--- config.mk ---
export PLATFORM = sky130hd
export DESIGN_NAME = mdio_master
export DESIGN_NICKNAME = d
export VERILOG_FILES = /design/src/rtl/mdio_pkg.sv /design/src/rtl/mdio_clkgen.sv /design/src/rtl/mdio_frame_engine.sv /design/src/rtl/mdio_master.sv
export SDC_FILE = /design/constraint.sdc
export NUM_CORES = 1
export LEC_CHECK = 0
export BUFFER_PORTS_ARGS = -buffer_cell sky130_fd_sc_hd__buf_2
export CORE_MARGIN = 2
export CORE_UTILIZATION = 55
export CTS_CLUSTER_SIZE = 8
export DETAILED_ROUTE_END_ITERATION = 10
export GPL_TIMING_DRIVEN = 0
export MAX_ROUTING_LAYER = met4
export PLACE_DENSITY = 0.75
export SYNTH_ARGS = -nofsm -noshare
export SYNTH_HDL_FRONTEND = slang
export SYNTH_HIERARCHICAL = 1
export SYNTH_SLANG_ARGS = --single-unit
--- constraint.sdc ---
create_clock -name clk -period 4.7 [get_ports clk]
set_clock_uncertainty 0.1 [all_clocks]
set_input_delay 0.235 -clock clk [delete_from_list [all_inputs] [get_ports clk]]
set_output_delay 0.235 -clock clk [all_outputs]
set_load 0.01 [all_outputs]
--- src/rtl/mdio_pkg.sv ---
package mdio_pkg;
  localparam int FRAME_BITS = 64;
  localparam logic [5:0] IDX_LAST    = 6'd63;
  localparam logic [5:0] IDX_PRE_END = 6'd32;
  localparam logic [5:0] IDX_TA      = 6'd46;
  localparam logic [5:0] IDX_DATA    = 6'd48;

  // Assemble the serial frame, element [63] goes out first.
  function automatic logic [FRAME_BITS-1:0] build_frame(
      input logic       c22,
      input logic [1:0] op,
      input logic [4:0] port,
      input logic [4:0] regad,
      input logic [15:0] data);
    logic [1:0] st;
    logic [1:0] ta;
    st = c22 ? 2'b01 : 2'b00;
    ta = 2'b10;
    return {32'hFFFF_FFFF, st, op, port, regad, ta, data};
  endfunction

  // Opcodes with the upper bit set return data from the PHY.
  function automatic logic op_reads(input logic [1:0] op);
    return op[1];
  endfunction

  // A zero threshold behaves as one.
  function automatic logic [7:0] half_eff(input logic [7:0] thr);
    return (thr == 8'd0) ? 8'd1 : thr;
  endfunction
endpackage

--- src/rtl/mdio_clkgen.sv ---
module mdio_clkgen #(
  parameter int CNT_W = 8
) (
  input  logic             clk,
  input  logic             rst_n,
  input  logic             run,
  input  logic             restart,
  input  logic [CNT_W-1:0] half,
  output logic             mdc,
  output logic             rise_stb,
  output logic             fall_stb
);
  localparam logic [CNT_W-1:0] ONE = 1;

  logic [CNT_W-1:0] cnt;
  logic [CNT_W-1:0] limit;
  logic             wrap;

  assign limit    = ((half == '0) ? ONE : half) - ONE;
  assign wrap     = run && (cnt == limit);
  assign rise_stb = wrap && !mdc;
  assign fall_stb = wrap && mdc;

  always_ff @(posedge clk) begin
    if (!rst_n || restart || !run) begin
      cnt <= '0;
      mdc <= 1'b0;
    end else if (wrap) begin
      cnt <= '0;
      mdc <= ~mdc;
    end else begin
      cnt <= cnt + ONE;
    end
  end
endmodule

--- src/rtl/mdio_frame_engine.sv ---
module mdio_frame_engine
  import mdio_pkg::*;
(
  input  logic                  clk,
  input  logic                  rst_n,
  input  logic                  launch,
  input  logic [FRAME_BITS-1:0] frame_in,
  input  logic                  rd_in,
  input  logic                  rise_stb,
  input  logic                  fall_stb,
  input  logic                  mdio_i,
  output logic                  busy,
  output logic                  rd_frame,
  output logic [5:0]            bit_idx,
  output logic                  mdio_o,
  output logic                  mdio_oe,
  output logic                  done,
  output logic [15:0]           rd_word
);
  logic [FRAME_BITS-1:0] frame_q;
  logic [15:0]           shift_q;
  logic                  in_release;

  assign done       = busy && fall_stb && (bit_idx == IDX_LAST);
  assign in_release = rd_frame && (bit_idx >= IDX_TA);
  assign mdio_o     = frame_q[IDX_LAST - bit_idx];
  assign mdio_oe    = busy && !in_release;

  always_ff @(posedge clk) begin
    if (!rst_n) begin
      busy     <= 1'b0;
      rd_frame <= 1'b0;
      bit_idx  <= '0;
      frame_q  <= '0;
      shift_q  <= '0;
      rd_word  <= '0;
    end else if (launch) begin
      busy     <= 1'b1;
      rd_frame <= rd_in;
      bit_idx  <= '0;
      frame_q  <= frame_in;
    end else if (busy) begin
      if (rise_stb && bit_idx >= IDX_DATA)
        shift_q <= {shift_q[14:0], mdio_i};
      if (done) begin
        busy    <= 1'b0;
        bit_idx <= '0;
        if (rd_frame) rd_word <= shift_q;
      end else if (fall_stb) begin
        bit_idx <= bit_idx + 6'd1;
      end
    end
  end
endmodule

--- src/rtl/mdio_master.sv ---
module mdio_master
  import mdio_pkg::*;
#(
  parameter int         ADDR_W   = 4,
  parameter logic [7:0] DEF_HALF = 8'd25
) (
  input  logic              clk,
  input  logic              rst_n,
  input  logic              bus_en,
  input  logic              bus_we,
  input  logic [ADDR_W-1:0] bus_addr,
  input  logic [31:0]       bus_wdata,
  output logic [31:0]       bus_rdata,
  output logic              mdc,
  output logic              mdio_o,
  output logic              mdio_oe,
  input  logic              mdio_i
);
  localparam logic [ADDR_W-1:0] OFS_CMD  = 0;
  localparam logic [ADDR_W-1:0] OFS_STAT = 4;

  logic [28:0] cmd_q;
  logic [7:0]  thr_q;
  logic        busy, rd_frame, done;
  logic        rise_stb, fall_stb;
  logic [5:0]  bit_idx;
  logic [15:0] rd_word;
  logic        wr_cmd, wr_stat, launch;
  logic [FRAME_BITS-1:0] next_frame;

  assign wr_cmd  = bus_en && bus_we && (bus_addr == OFS_CMD);
  assign wr_stat = bus_en && bus_we && (bus_addr == OFS_STAT);
  assign launch  = wr_cmd && bus_wdata[31] && !busy;

  assign next_frame = build_frame(bus_wdata[28], bus_wdata[27:26],
                                  bus_wdata[25:21], bus_wdata[20:16],
                                  bus_wdata[15:0]);

  always_ff @(posedge clk) begin
    if (!rst_n) begin
      cmd_q <= '0;
      thr_q <= DEF_HALF;
    end else if (!busy) begin
      if (wr_cmd)  cmd_q <= bus_wdata[28:0];
      if (wr_stat) thr_q <= bus_wdata[31:24];
    end
  end

  always_comb begin
    if (bus_addr == OFS_CMD)
      bus_rdata = {busy, 2'b00, cmd_q};
    else if (bus_addr == OFS_STAT)
      bus_rdata = {thr_q, 7'd0, !busy, rd_word};
    else
      bus_rdata = '0;
  end

  mdio_clkgen #(.CNT_W(8)) u_clk (
    .clk      (clk),
    .rst_n    (rst_n),
    .run      (busy),
    .restart  (launch),
    .half     (thr_q),
    .mdc      (mdc),
    .rise_stb (rise_stb),
    .fall_stb (fall_stb)
  );

  mdio_frame_engine u_eng (
    .clk      (clk),
    .rst_n    (rst_n),
    .launch   (launch),
    .frame_in (next_frame),
    .rd_in    (op_reads(bus_wdata[27:26])),
    .rise_stb (rise_stb),
    .fall_stb (fall_stb),
    .mdio_i   (mdio_i),
    .busy     (busy),
    .rd_frame (rd_frame),
    .bit_idx  (bit_idx),
    .mdio_o   (mdio_o),
    .mdio_oe  (mdio_oe),
    .done     (done),
    .rd_word  (rd_word)
  );
endmodule

==> results.json <==
{
  "synth-seq-area-share": 0.427,
  "crit-reg2reg-capture": "u_eng/rd_word[12]",
  "floorplan.die.height_um": 117,
  "syn-mean-instance-area_um2": 10.2,
  "grt_pass1_vias": 5577,
  "power.density_nw_per_um2": 326,
  "detailroute.via_count": 5507,
  "synth_flop_cell": "dfxtp_1",
  "final_min_period_over_clock_period": 0.887,
  "cap_violations": 0,
  "slew-limit-headroom": 0.464,
  "worst-endpoint-required_ns": 4.91,
  "gp_congestion": 0.858,
  "hold_path.startpoint": "bus_wdata[20]",
  "combPwrFrac": 0.044,
  "layout_overhead_on_the_synthesized_area_pct": 22.9,
  "ys_seq_elements": 150,
  "path_class": "reg -> reg",
  "post_route_setup_tns_ns": 0,
  "fin_crit_ns": 4.17,
  "simple_gate_fraction_of_synth_area": 0.195,
  "clock_sinks": 150,
  "internal-power_mw": 2.21,
  "min_path_type": "in -> reg",
  "rsz0062_at_grt": "false",
  "timing.critical_path.cells": "nor4_4 > a31oi_1 > ha_1 > xor2_1 > o211ai_1 > a21oi_1 > nor4b_4 > and3_2 > nand3_1 > nor3_4 > nand3_1 > clkbuf_1 > nand2_1 > a21boi_0",
  "critPathMaxStageDelay_ns": 0.40,
  "whs_path_depth": 3,
  "worst-slew-pin-transition_ns": 0.804,
  "tritoncts": "built",
  "gr-total-overflow": 0,
  "ioPinCount": 76,
  "peakVddDrop_mv": 0.194,
  "avgRoutedWirePerCell_um": 16.7,
  "yosysWarningCount": 6,
  "synth-adder-area-share": 0.00534,
  "p_leak_nw": 3.32,
  "core_um2": 12600,
  "die_width_um": 117,
  "r2r_path_start": "thr_q[2]",
  "hold_violations": 0,
  "finalInstanceArea_um2": 8650,
  "count_of_mapped_cells_out_of_synthesis": 693,
  "clock_edge_transition_at_the_registers_on_the_reported_setup_and_hold_paths_ns": 0.06,
  "remaining_antenna_violation_count": 0,
  "mean_number_of_vias_per_cell": 5.33,
  "tritoncts.num_buffers": 17,
  "crit_path_end_kind": "flop",
  "power_switching_share": 0.216,
  "route.detailed.drc": 0,
  "wl_um": 17300,
  "pwr-share-seq": 0.453,
  "yosys.cell_types.count": 55,
  "cts.root.buffer_cell": "clkbuf_16",
  "synth_mux_area_frac": 0.234,
  "critical-path-slowest-cell": "dfxtp_1",
  "fin_cells": 1033,
  "diodes": 0,
  "die-area_um2": 13700,
  "outcome": "completed",
  "clk_path_buf_depth": 2,
  "drtPass1Iterations": 5,
  "grt_max_degree": 17,
  "clock_latency_at_the_later_pin_of_the_worst_skew_pair_ns": 0.42,
  "critical_path_peak_fanout": 10,
  "pre_cts_slack_ns": 0.646,
  "grt_usage": 0.272,
  "share_of_total_power_in_the_clock_network": 0.502,
  "place.detailed.hpwl_um": 12000,
  "floorplan.rows": 41,
  "start_util": 0.560,
  "grt_first_pass_wirelength_um": 27500,
  "fin_nets": 892,
  "finalHoldWorstSlack_ns": 0.0119,
  "netlist_area_before_placement_um2": 7040,
  "worstPathArrival_ns": 4.38,
  "rrSetupSlack_ns": 0.53,
  "largest_family_of_logic_cells_by_synthesized_area": "multiplexers",
  "post-layout-total-power_mw": 2.82,
  "fraction_of_the_mapped_netlist_area_in_compound_gates": 0.0770,
  "placed_cells": 973,
  "drive_gt1_frac": 0.177,
  "number_of_h_tree_levels": 4,
  "worst_path_most_repeated_cell": "nand3_1",
  "fin_util": 0.688,
  "postPlaceCellArea_um2": 7750,
  "whs_endpoint": "cmd_q[20]",
  "ys_async_rst_share": 0,
  "synth_edf_count": 0,
  "synth-xor-area-share": 0.0212,
  "worst-r2r-cell-count": 14,
  "setup.worst_path.start_class": "flop",
  "setup_slack_ns": 0.533,
  "placement.io_buffers": 75,
  "setup-violations-final": 0,
  "dr.first_iter.drc_count": 352,
  "worst_setup_path_startpoint": "thr_q[2]",
  "maxClockFrequency_ghz": 0.240,
  "initial_antenna_violation_count": 0,
  "p_switching_uw": 611,
  "timing_max_transition_violations_final": 0
}
-- flip-flops by register name, indices dropped and copies added (netlist names) --
name / flops
u_eng/busy: 1
cmd_q: 29
u_eng/frame_q: 64
u_eng/bit_idx: 6
u_clk/cnt: 8
u_eng/rd_word: 16
thr_q: 8
u_eng/rd_frame: 1
u_clk/mdc: 1
u_eng/shift_q: 16
-- cells in the final DEF (no fill, tap or decap), types with 4 or more instances in the layout --
| cell type | Yosys | final |
|---|---|---|
| clkbuf_1 | 26 | 27 |
| nor2_1 | 12 | 12 |
| a22o_1 | 24 | 24 |
| mux2i_1 | 128 | 128 |
| a31oi_1 | 4 | 4 |
| nand2_1 | 103 | 103 |
| xor2_1 | 13 | 13 |
| and2_1 | 11 | 11 |
| clkinvlp_4 | 0 | 6 |
| conb_1 | 2 | 35 |
| buf_6 | 5 | 5 |
| mux4_1 | 8 | 8 |
| and3_1 | 5 | 5 |
| buf_2 | 13 | 88 |
| dfxtp_1 | 150 | 150 |
| xnor2_1 | 4 | 4 |
| a21oi_1 | 5 | 5 |
| nand3_1 | 13 | 13 |
| mux4_2 | 6 | 6 |
| clkbuf_16 | 0 | 17 |
| nor2b_1 | 89 | 89 |
| dlygate4sd3_1 | 0 | 28 |
| a21boi_0 | 14 | 14 |
| inv_1 | 6 | 6 |
-- metal layers --
metal  global-route usage  vias to the layer above  routed length, µm
met2                0.456                      152               8680
li1                     -                     2681                  -
met3               0.0505                       40                752
met5                    -                        -                  0
met4                0.133                        0                504
met1                0.315                     2634               7340
-- area by class of cell --
class | count | area (µm²)
clock inverter | 11 | 149
fill | 1004 | 3920
tap | 172 | 215
buffer | 50 | 253
sequential | 150 | 3000
clock buffer | 21 | 470
inverter | 6 | 22.5
multi-input combinational | 520 | 3880
timing repair buffer | 103 | 656
-- what timing repair did --
action                    4_1_cts  5_1_grt
hold buffers                   28        0
gates resized for setup         0        0
hold endpoints to repair       33        0
buffers inserted                0        0
-- power groups by stage --
stage | Clock, mW | Sequential [mW] | Combinational (mW)
final | 1.42 | 1.28 | 0.125
after global routing | 1.49 | 1.28 | 0.135
after CTS | 1.42 | 1.28 | 0.122
after detailed placement | 0 | 1.31 | 0.103
after global placement | 0 | 1.31 | 0.100
after floorplan | 0 | 1.31 | 0.0580
-- worst max-delay path by stage --
stage | depth (start not counted) | endpoint
2_1_floorplan | 15 | u_eng/rd_word[10]
5_1_grt | 14 | u_eng/rd_word[10]
3_5_place_dp | 14 | u_eng/rd_word[8]
3_3_place_gp | 14 | u_eng/rd_word[12]
4_1_cts | 14 | u_eng/rd_word[11]
6_report | 14 | u_eng/rd_word[12]
-- critical path: cells and delay by family (launching register included) --
family,cells,cell delay (ns)
xor gates and xnor gates,1,0.23
AOI/OAI and AO/OA,4,0.58
DFF,1,0.40
adders and majority gates,1,0.30
buffers and inverters,1,0.33
and+or+nand+nor,7,2.09
-- cell usage after synthesis, types with 4 or more instances --
library cell / number / area share
dfxtp_1: 150 / 0.43
mux2i_1: 128 / 0.18
nand2_1: 103 / 0.055
nor2b_1: 89 / 0.079
clkbuf_1: 26 / 0.014
a22o_1: 24 / 0.030
a21boi_0: 14 / 0.015
buf_2: 13 / 0.0092
nand3_1: 13 / 0.0092
xor2_1: 13 / 0.016
nor2_1: 12 / 0.0064
and2_1: 11 / 0.0098
mux4_1: 8 / 0.030
inv_1: 6 / 0.0032
mux4_2: 6 / 0.019
a21oi_1: 5 / 0.0036
and3_1: 5 / 0.0044
buf_6: 5 / 0.0080
a31oi_1: 4 / 0.0036
xnor2_1: 4 / 0.0050
-- logic make-up (layout without fill, tap and decap cells) --
kind of cell	after synthesis	in the layout
xor+xnor	17	17
compound gates	68	68
simple gates	253	253
buf+inv	56	191
flops	150	150
mux	144	144
other cells	2	35
fa+ha+maj	3	3
Note: power is estimated with default switching activity, not from simulation.
